$ cat config.mk
export PLATFORM = sky130hd
export DESIGN_NAME = ec_host_port
export DESIGN_NICKNAME = d
export VERILOG_FILES = /design/src/rtl/ec_port_pkg.sv /design/src/rtl/ec_inbox.sv /design/src/rtl/ec_sequencer.sv /design/src/rtl/ec_outbox.sv /design/src/rtl/ec_host_port.sv
export SDC_FILE = /design/constraint.sdc
export NUM_CORES = 1
export LEC_CHECK = 0
export BUFFER_PORTS_ARGS = -buffer_cell sky130_fd_sc_hd__buf_2
export CAP_MARGIN = 20
export CELL_PAD_IN_SITES_DETAIL_PLACEMENT = 1
export CELL_PAD_IN_SITES_GLOBAL_PLACEMENT = 2
export CORE_ASPECT_RATIO = 2
export CORE_MARGIN = 2
export CORE_UTILIZATION = 30
export CTS_CLUSTER_SIZE = 30
export DETAILED_ROUTE_END_ITERATION = 10
export HOLD_SLACK_MARGIN = 0.05
export PLACE_DENSITY = 0.8
export SLEW_MARGIN = 10
export SYNTH_ARGS = -nofsm -noshare
export SYNTH_HDL_FRONTEND = slang
export SYNTH_SLANG_ARGS = --single-unit
$ cat constraint.sdc
create_clock -name clk -period 1.9 [get_ports clk]
set_input_delay 0.285 -clock clk [delete_from_list [all_inputs] [get_ports clk]]
set_output_delay 0.285 -clock clk [all_outputs]
set_load 0.02 [all_outputs]
$ cat src/rtl/ec_port_pkg.sv
package ec_port_pkg;

  localparam int BYTE_W = 8;

  // opcode values written to the command port
  localparam logic [BYTE_W-1:0] OP_LOAD  = 8'h80;
  localparam logic [BYTE_W-1:0] OP_STORE = 8'h81;

  // status byte bit positions
  localparam int STS_IN_FULL  = 1;
  localparam int STS_OUT_FULL = 0;

  typedef enum logic [2:0] {
    SQ_IDLE,
    SQ_LD_ADDR,
    SQ_ST_ADDR,
    SQ_ST_VALUE,
    SQ_FETCH,
    SQ_CAPTURE
  } seq_state_t;

endpackage

$ cat src/rtl/ec_inbox.sv
// Holds the latest host byte and times its consumption.
module ec_inbox
  import ec_port_pkg::*;
#(
  parameter int CONSUME_CYCLES = 3
) (
  input  logic              clk,
  input  logic              rst_n,
  input  logic              wr_stb,
  input  logic              wr_is_cmd,
  input  logic [BYTE_W-1:0] wr_byte,
  output logic              in_full,
  output logic [BYTE_W-1:0] pend_byte,
  output logic              pend_is_cmd,
  output logic              take
);

  localparam int CNT_W = $clog2(CONSUME_CYCLES + 1);

  logic [CNT_W-1:0] wait_cnt;

  // the byte is handed over on the last cycle of its delay, unless replaced
  assign take = in_full && (wait_cnt == CNT_W'(1)) && !wr_stb;

  always_ff @(posedge clk) begin
    if (!rst_n) begin
      in_full     <= 1'b0;
      wait_cnt    <= '0;
      pend_byte   <= '0;
      pend_is_cmd <= 1'b0;
    end else if (wr_stb) begin
      in_full     <= 1'b1;
      wait_cnt    <= CNT_W'(CONSUME_CYCLES);
      pend_byte   <= wr_byte;
      pend_is_cmd <= wr_is_cmd;
    end else if (take) begin
      in_full  <= 1'b0;
      wait_cnt <= '0;
    end else if (in_full) begin
      wait_cnt <= wait_cnt - CNT_W'(1);
    end
  end

  a_r2_set_on_write : assert property (@(posedge clk) disable iff (!rst_n)
    wr_stb |=> in_full);
  a_r2_hold_until_take : assert property (@(posedge clk) disable iff (!rst_n)
    (in_full && !take) |=> in_full);
  a_r10_no_take_on_write : assert property (@(posedge clk) disable iff (!rst_n)
    wr_stb |-> !take);

endmodule

$ cat src/rtl/ec_sequencer.sv
// Walks the opcode / address / value conversation and drives the register side.
module ec_sequencer
  import ec_port_pkg::*;
#(
  parameter int ADDR_W = 8
) (
  input  logic              clk,
  input  logic              rst_n,
  input  logic              take,
  input  logic              pend_is_cmd,
  input  logic [BYTE_W-1:0] pend_byte,
  input  logic [BYTE_W-1:0] reg_rdata,
  output logic [ADDR_W-1:0] reg_addr,
  output logic [BYTE_W-1:0] reg_wdata,
  output logic              reg_we,
  output logic              reg_rd_en,
  output logic              load,
  output logic [BYTE_W-1:0] load_byte
);

  seq_state_t state;
  logic       cmd_take;
  logic       data_take;

  assign cmd_take  = take && pend_is_cmd;
  assign data_take = take && !pend_is_cmd;

  // a command arriving during capture abandons the fetched byte
  assign load      = (state == SQ_CAPTURE) && !cmd_take;
  assign load_byte = reg_rdata;

  always_ff @(posedge clk) begin
    if (!rst_n) begin
      state     <= SQ_IDLE;
      reg_addr  <= '0;
      reg_wdata <= '0;
      reg_we    <= 1'b0;
      reg_rd_en <= 1'b0;
    end else begin
      reg_we    <= 1'b0;
      reg_rd_en <= 1'b0;
      if (cmd_take) begin
        unique case (pend_byte)
          OP_LOAD:  state <= SQ_LD_ADDR;
          OP_STORE: state <= SQ_ST_ADDR;
          default:  state <= SQ_IDLE;
        endcase
      end else begin
        unique case (state)
          SQ_LD_ADDR: if (data_take) begin
            reg_addr  <= pend_byte[ADDR_W-1:0];
            reg_rd_en <= 1'b1;
            state     <= SQ_FETCH;
          end
          SQ_ST_ADDR: if (data_take) begin
            reg_addr <= pend_byte[ADDR_W-1:0];
            state    <= SQ_ST_VALUE;
          end
          SQ_ST_VALUE: if (data_take) begin
            reg_wdata <= pend_byte;
            reg_we    <= 1'b1;
            state     <= SQ_IDLE;
          end
          SQ_FETCH:   state <= SQ_CAPTURE;
          SQ_CAPTURE: state <= SQ_IDLE;
          default:    state <= SQ_IDLE;
        endcase
      end
    end
  end

  a_r4_we_single : assert property (@(posedge clk) disable iff (!rst_n)
    reg_we |=> !reg_we);
  a_r3_rd_single : assert property (@(posedge clk) disable iff (!rst_n)
    reg_rd_en |=> !reg_rd_en);
  a_r4_we_rd_exclusive : assert property (@(posedge clk) disable iff (!rst_n)
    !(reg_we && reg_rd_en));
  a_r8_idle_quiet : assert property (@(posedge clk) disable iff (!rst_n)
    (state == SQ_IDLE && !cmd_take) |=> (!reg_we && !reg_rd_en));
  a_r6_unknown_to_idle : assert property (@(posedge clk) disable iff (!rst_n)
    (cmd_take && pend_byte != OP_LOAD && pend_byte != OP_STORE) |=> state == SQ_IDLE);
  a_r3_fetch_then_load : assert property (@(posedge clk) disable iff (!rst_n)
    reg_rd_en |=> state == SQ_CAPTURE || (state != SQ_FETCH));

endmodule

$ cat src/rtl/ec_outbox.sv
// Holds the byte returned to the host and its output-full flag.
module ec_outbox
  import ec_port_pkg::*;
(
  input  logic              clk,
  input  logic              rst_n,
  input  logic              load,
  input  logic [BYTE_W-1:0] load_byte,
  input  logic              rd_clr,
  output logic              out_full,
  output logic [BYTE_W-1:0] out_byte
);

  always_ff @(posedge clk) begin
    if (!rst_n) begin
      out_full <= 1'b0;
      out_byte <= '0;
    end else if (load) begin
      out_full <= 1'b1;
      out_byte <= load_byte;
    end else if (rd_clr) begin
      out_full <= 1'b0;
    end
  end

  a_r5_read_clears : assert property (@(posedge clk) disable iff (!rst_n)
    (rd_clr && !load) |=> !out_full);
  a_r3_load_sets : assert property (@(posedge clk) disable iff (!rst_n)
    load |=> (out_full && out_byte == $past(load_byte)));
  a_r5_byte_stable : assert property (@(posedge clk) disable iff (!rst_n)
    !load |=> $stable(out_byte));

endmodule

$ cat src/rtl/ec_host_port.sv
module ec_host_port
  import ec_port_pkg::*;
#(
  parameter int CONSUME_CYCLES = 3,
  parameter int ADDR_W         = 8
) (
  input  logic              clk,
  input  logic              rst_n,
  input  logic              host_wr,
  input  logic              host_rd,
  input  logic              host_sel_cmd,
  input  logic [7:0]        host_wdata,
  output logic [7:0]        host_rdata,
  output logic [ADDR_W-1:0] reg_addr,
  output logic [7:0]        reg_wdata,
  output logic              reg_we,
  output logic              reg_rd_en,
  input  logic [7:0]        reg_rdata
);

  logic              in_full, out_full, take, pend_is_cmd, load;
  logic [BYTE_W-1:0] pend_byte, load_byte, out_byte, status;

  ec_inbox #(.CONSUME_CYCLES(CONSUME_CYCLES)) u_inbox (
    .clk        (clk),
    .rst_n      (rst_n),
    .wr_stb     (host_wr),
    .wr_is_cmd  (host_sel_cmd),
    .wr_byte    (host_wdata),
    .in_full    (in_full),
    .pend_byte  (pend_byte),
    .pend_is_cmd(pend_is_cmd),
    .take       (take)
  );

  ec_sequencer #(.ADDR_W(ADDR_W)) u_seq (
    .clk        (clk),
    .rst_n      (rst_n),
    .take       (take),
    .pend_is_cmd(pend_is_cmd),
    .pend_byte  (pend_byte),
    .reg_rdata  (reg_rdata),
    .reg_addr   (reg_addr),
    .reg_wdata  (reg_wdata),
    .reg_we     (reg_we),
    .reg_rd_en  (reg_rd_en),
    .load       (load),
    .load_byte  (load_byte)
  );

  ec_outbox u_outbox (
    .clk      (clk),
    .rst_n    (rst_n),
    .load     (load),
    .load_byte(load_byte),
    .rd_clr   (host_rd && !host_sel_cmd),
    .out_full (out_full),
    .out_byte (out_byte)
  );

  always_comb begin
    status               = '0;
    status[STS_IN_FULL]  = in_full;
    status[STS_OUT_FULL] = out_full;
  end

  assign host_rdata = host_sel_cmd ? status : out_byte;

  a_r1_status_upper_zero : assert property (@(posedge clk) disable iff (!rst_n)
    host_sel_cmd |-> host_rdata[7:2] == 6'd0);
  a_r9_flags_low_after_reset : assert property (@(posedge clk)
    !rst_n |=> (!in_full && !out_full));

endmodule

=== Word level (Yosys, flattened, before mapping) ===
Cells that the tools add are included.

* Flip-flop bits (word level): 42

* Reductions and logical operators: 19
* Equal/unequal tests: 11
* Multiplexer cells: 15
* Add/sub/neg operators: 1
* Bitwise operators: 4

{| class="wikitable"
|+ Operator list
! operator !! count
|-
| 8-bit equality test (second input constant) || 2
|-
| 3-bit two-way mux || 4
|-
| 3-bit case mux with 4 select lines || 1
|-
| 3-bit by 1-bit inequality test with 1-bit output (second input constant) || 3
|-
| 3-bit AND reduction || 3
|-
| 8-bit two-way mux || 1
|-
| 3-bit by 2-bit equality test with 1-bit output (second input constant) || 2
|-
| 3-bit equality test (second input constant) || 2
|-
| 1-bit logical AND || 6
|-
| 2-bit two-way mux || 3
|-
| 3-bit OR reduction || 2
|-
| 1-bit two-way mux || 5
|-
| 1-bit logical NOT || 4
|-
| 1-bit NOT || 4
|-
| 2-bit case mux with 2 select lines || 1
|-
| 2-bit nonzero test || 2
|-
| 3-bit by 1-bit equality test with 1-bit output (second input constant) || 1
|-
| 3-bit nonzero test || 1
|-
| 2-bit by 1-bit equality test with 1-bit output (second input constant) || 1
|-
| 2-bit OR reduction || 1
|-
| 2-bit by 1-bit subtractor with 2-bit output (second input constant) || 1
|}

=== Longest topological paths before layout ===
* Word-level depth: 7
* Mapped depth: 7

=== Cells and area by module ===
Synthesis repeated with hierarchy kept, for this count alone.

* Cells, all modules: 198
* Area total of the unflattened synthesis: 1930.6 um^2

{| class="wikitable"
|+ Modules (own cells, without submodules)
! module !! cells each !! area an instance (um^2) !! times used
|-
| ec_sequencer || 116 || 1006.0 || 1
|-
| ec_inbox || 45 || 505.5 || 1
|-
| ec_outbox || 28 || 335.3 || 1
|-
| ec_host_port || 9 || 83.8 || 1
|}

=== Worst setup path after synthesis ===
No wires, ideal clock.

* Path type: reg-to-reg
* Start: reg u_inbox.wait_cnt[0]
* End: reg u_seq.reg_wdata[0]
* Arrival: 1.212 ns
* Path buffers: 1
* Cell stages (with the launch flop): 7
* Setup time: 0.119 ns
* Data required time: 1.781 ns
* Setup slack: 0.569 ns
* Cell sequence: dfxtp_1 > ha_1 > nand3b_4 > nor3_4 > nand3_2 > buf_6 > mux2i_1

* Word-level cells in the longest chain between the ends: 6
* Elaborated cells on any way between the ends: 7
* Classes of those cells: eq/ne (1); bitwise (1); reduce/logical (5)

{| class="wikitable"
|+ RTL lines
! what !! RTL line !! RTL
|-
| from (decl) || ec_inbox.sv:20 || <nowiki>logic [CNT_W-1:0] wait_cnt;</nowiki>
|-
| from (signal assigned) || ec_inbox.sv:33 || <nowiki>wait_cnt <= CNT_W'(CONSUME_CYCLES);</nowiki>
|-
| from (signal assigned) || ec_inbox.sv:40 || <nowiki>wait_cnt <= wait_cnt - CNT_W'(1);</nowiki>
|-
| 2-bit by 1-bit equality test with 1-bit output (*) || ec_inbox.sv:23 || <nowiki>assign take = in_full && (wait_cnt == CNT_W'(1)) && !wr_stb;</nowiki>
|-
| 1-bit logical AND (*) (2 in a row) || ec_inbox.sv:23 ||
|-
| 1-bit logical AND || ec_sequencer.sv:25 || <nowiki>assign cmd_take = take && pend_is_cmd;</nowiki>
|-
| 1-bit NOT (no line) || -- ||
|-
| 3-bit AND reduction (no line) (*) || -- ||
|-
| to (signal assigned) || ec_sequencer.sv:60 || <nowiki>reg_wdata <= pend_byte;</nowiki>
|-
| to (decl) || ec_sequencer.sv:14 || <nowiki>output logic [BYTE_W-1:0] reg_wdata,</nowiki>
|}

Every way passes the cells marked *; elsewhere a longest branch is shown, timed or not.
A chain may end at the register's enable or synchronous reset.

=== Worst setup path after layout ===
* Start: reg u_inbox.wait_cnt[0]
* End: reg u_seq.reg_wdata[4]

Same word-level chain as after synthesis.

==> results.toml <==
[detailed_routing]
finalWirelength_um = 4240
wl_met3_um = 191
vias_per_cell = 4.86
highest_layer = "met4"
drt-met1-wl_um = 1580
drc = 0
drt-initial-drc-count = 21
post_drt_wl_per_cell_um = 14.4
wl_met2_um = 2370
vias = 1429
first_pass_iters = 3
drtAntennaViolNets = 0

[die]
fp.dieH_um = 112
io_pins = 47
initial_utilization = 0.309
die_area_mm2 = 0.00655
chipWidth_um = 58.2
coreArea_mm2 = 0.00571
row_count = 39

[sta]
hold_viol_final = 0
worstMarginPinSlew_ns = 0.542
fin_tns_setup_ns = 0
skew_ns = 0.00466
slew_headroom = 0.638
drv_slew = 0
setup_viol_count_final = 0
fmax_ghz = 0.634
layout_min_cycle_time_ns = 1.58
rsz0062_at_grt = "false"
finalCritPeriodShare = 0.830

[synth]
netlist_area_mm2 = 0.00177
synth_top_family_by_area = "simple AND/OR/NAND/NOR gates"
seq_area_frac_synth = 0.476
synthArstFlopShare = 0
ys_top_cells_by_area = "dfxtp_1, mux2i_1, nand2_1, o21ai_0, nor2_1"
yosysWarnings = 0
synth_edf_count = 0
synthDistinctLibCells = 32
syn-num-nets = 211
synth_top_cell_by_area = "dfxtp_1"
ys_ff_latch = 42
synth_xor_area_frac = 0
synth.area.mux_share = 0.155
syn_area_per_cell_um2 = 9.34
synth_compound_area_frac = 0.0737
synthAdderAreaFrac = 0.00709
synthSimpleGateAreaFrac = 0.245
yosys.area.top_type_share = 0.476
ys.flop_type = "dfxtp_1"
synth_cells = 189

[finish]
final_area_mm2 = 0.00219
final_cells = 294
antennaDiodeCount = 0
seq_area_um2 = 841
nNetsFinal = 254
syn_to_final_growth_pct = 23.8
nFillCells = 701
final_layout_size_suffix_gt1_frac = 0.275
multi_input_area_um2 = 847

[global_route]
grt_usage = 0.146
grt_pass1_vias = 1495
grt_pass1_wl_um = 7200
grt_max_degree = 29
grt_antenna_before_repair = 0
globalRouteOverflowTotal = 0

[worst_setup_path]
critical_path_class = "reg -> reg"
start_kind = "flop"
cp_slowest_stage_delay_ns = 0.36
critPathSlowestCell = "dfxtp_1"
crit_fanout = 9
crit_chain = "ha_1 -> nand3b_4 -> nor3_4 -> nand3_2 -> mux2i_1"
worstPathArrival_ns = 1.74
critical_path_required_ns = 2.06
ff2ff_path_depth = 5
endpoint_kind = "flop"

[cts]
clock_path_buffers = 2
clockRootBuffer = "clkbuf_16"
cts_tree = "done"
htreeDepth = 2
cts_setup_buffers = 0
cts_sinks = 42
post_cts_resized = 0
cts_made_buffers = 5
clock_latency_ns = 0.28
ctsHoldBuffers = 0
clk_pin_slew_ns = 0.06

[power]
leakage_nw = 1.07
p_per_area_mw_per_mm2 = 907
ir_drop_uv = 741

[status]
status = "finished clean"

[placement]
io_buffer_count = 46
dp.cells = 286
dp_hpwl_um = 3180
globalplace.congestion = 0.785
placed_area_mm2 = 0.00202

[min_path]
hold_class = "in -> reg"
hold_depth = 3

[run]
maxCapViolCount = 0
placed cells by master, fill, tap and decap left out, drive strengths merged:
| master | Yosys | final |
|---|---|---|
| nor2b | 9 | 9 |
| nand2b | 1 | 1 |
| nor2 | 16 | 16 |
| nand4 | 1 | 1 |
| a21oi | 3 | 3 |
| clkinv | 0 | 2 |
| ha | 1 | 1 |
| and3 | 2 | 2 |
| a221oi | 2 | 2 |
| nand4b | 1 | 1 |
| dfxtp | 42 | 42 |
| buf | 4 | 47 |
| a211oi | 1 | 1 |
| mux2 | 2 | 2 |
| nand3 | 11 | 11 |
| nor4b | 1 | 1 |
| inv | 5 | 5 |
| clkbuf | 7 | 5 |
| o21a | 1 | 1 |
| o21ai | 13 | 13 |
| nand3b | 2 | 2 |
| mux2i | 25 | 25 |
| bufinv | 0 | 1 |
| nor3 | 3 | 3 |
| and3b | 1 | 1 |
| nand2 | 34 | 34 |
| and2b | 1 | 1 |
critical path: cells and delay by family, from the launching register on:
family | cells | cell delay, ns
adder cells (fa/ha/maj) | 1 | 0.26
flip-flops | 1 | 0.36
AND/OR/NAND/NOR | 3 | 0.65
multiplexers | 1 | 0.20
sequential cells by signal (all words and copies together) (netlist names):
signal and flops:
u_inbox.pend_byte 8, u_outbox.out_byte 8, u_seq.reg_addr 8, u_seq.reg_wdata 8
u_seq.state 3, u_inbox.wait_cnt 2, u_inbox.in_full 1, u_inbox.pend_is_cmd 1
u_outbox.out_full 1, u_seq.reg_rd_en 1, u_seq.reg_we 1
report_power, final:
| part | switching (mW) | total (mW) | internal, mW |
|---|---|---|---|
| sequential | 0.0186 | 0.916 | 0.897 |
| clock | 0.345 | 0.960 | 0.615 |
| combinational | 0.0615 | 0.107 | 0.0460 |
metal layers:
metal | vias up | GRT usage
met2 | 36 | 0.262
met4 | 0 | 0.0744
met1 | 669 | 0.156
met3 | 6 | 0.0276
li1 | 718 | -
met5 | - | 0
logic make-up (layout without fill, tap and decap cells):
| group | count (synthesis) | count (layout) |
|---|---|---|
| and+or+nand+nor | 83 | 83 |
| DFF | 42 | 42 |
| muxes | 27 | 27 |
| AOI/OAI and AO/OA | 20 | 20 |
| buffers and inverters | 16 | 60 |
| adders and majority gates | 1 | 1 |
cell usage after synthesis (all sizes together), types with 2 or more instances:
| master | n |
|---|---|
| mux2 | 2 |
| a21oi | 3 |
| dfxtp | 42 |
| nor3 | 3 |
| mux2i | 25 |
| buf | 4 |
| clkbuf | 7 |
| nor2 | 16 |
| o21ai | 13 |
| nor2b | 9 |
| nand3 | 11 |
| nand2 | 34 |
| a221oi | 2 |
| nand3b | 2 |
| inv | 5 |
| and3 | 2 |
final cells by class:
class | count | area share
Timing Repair Buffer | 47 | 0.109
Sequential cell | 42 | 0.385
Multi-Input combinational cell | 131 | 0.388
Clock inverter | 3 | 0.0183
Tap cell | 61 | 0.0349
Inverter | 5 | 0.00859
Clock buffer | 5 | 0.0572
path summary, 6_finish.rpt:
path,from,to,slack [ns]
setup reg to reg,u_inbox.wait_cnt[0],u_seq.reg_wdata[4],0.32
hold / removal,host_wdata[3],u_inbox.pend_byte[3],0.24
hold reg to reg,u_seq.reg_addr[6],u_seq.reg_addr[6],0.46
setup / recovery,u_inbox.wait_cnt[0],u_seq.reg_wdata[4],0.32
stage by stage:
| step | setup slack [ns] | hold WS (ns) | util | power, mW |
|---|---|---|---|---|
| final | 0.323 | 0.240 | 0.383 | 1.98 |
| after global routing | 0.187 | 0.248 | 0.383 | 2.07 |
| after CTS | 0.314 | 0.238 | 0.383 | 2.01 |
| after detailed placement | 0.305 | 0.453 | 0.354 | 1.05 |
| after global placement | 0.345 | 0.445 | 0.354 | 1.04 |
| after floorplan | 0.569 | 0.425 | - | 1.00 |
(Power assumes the default switching activity.)
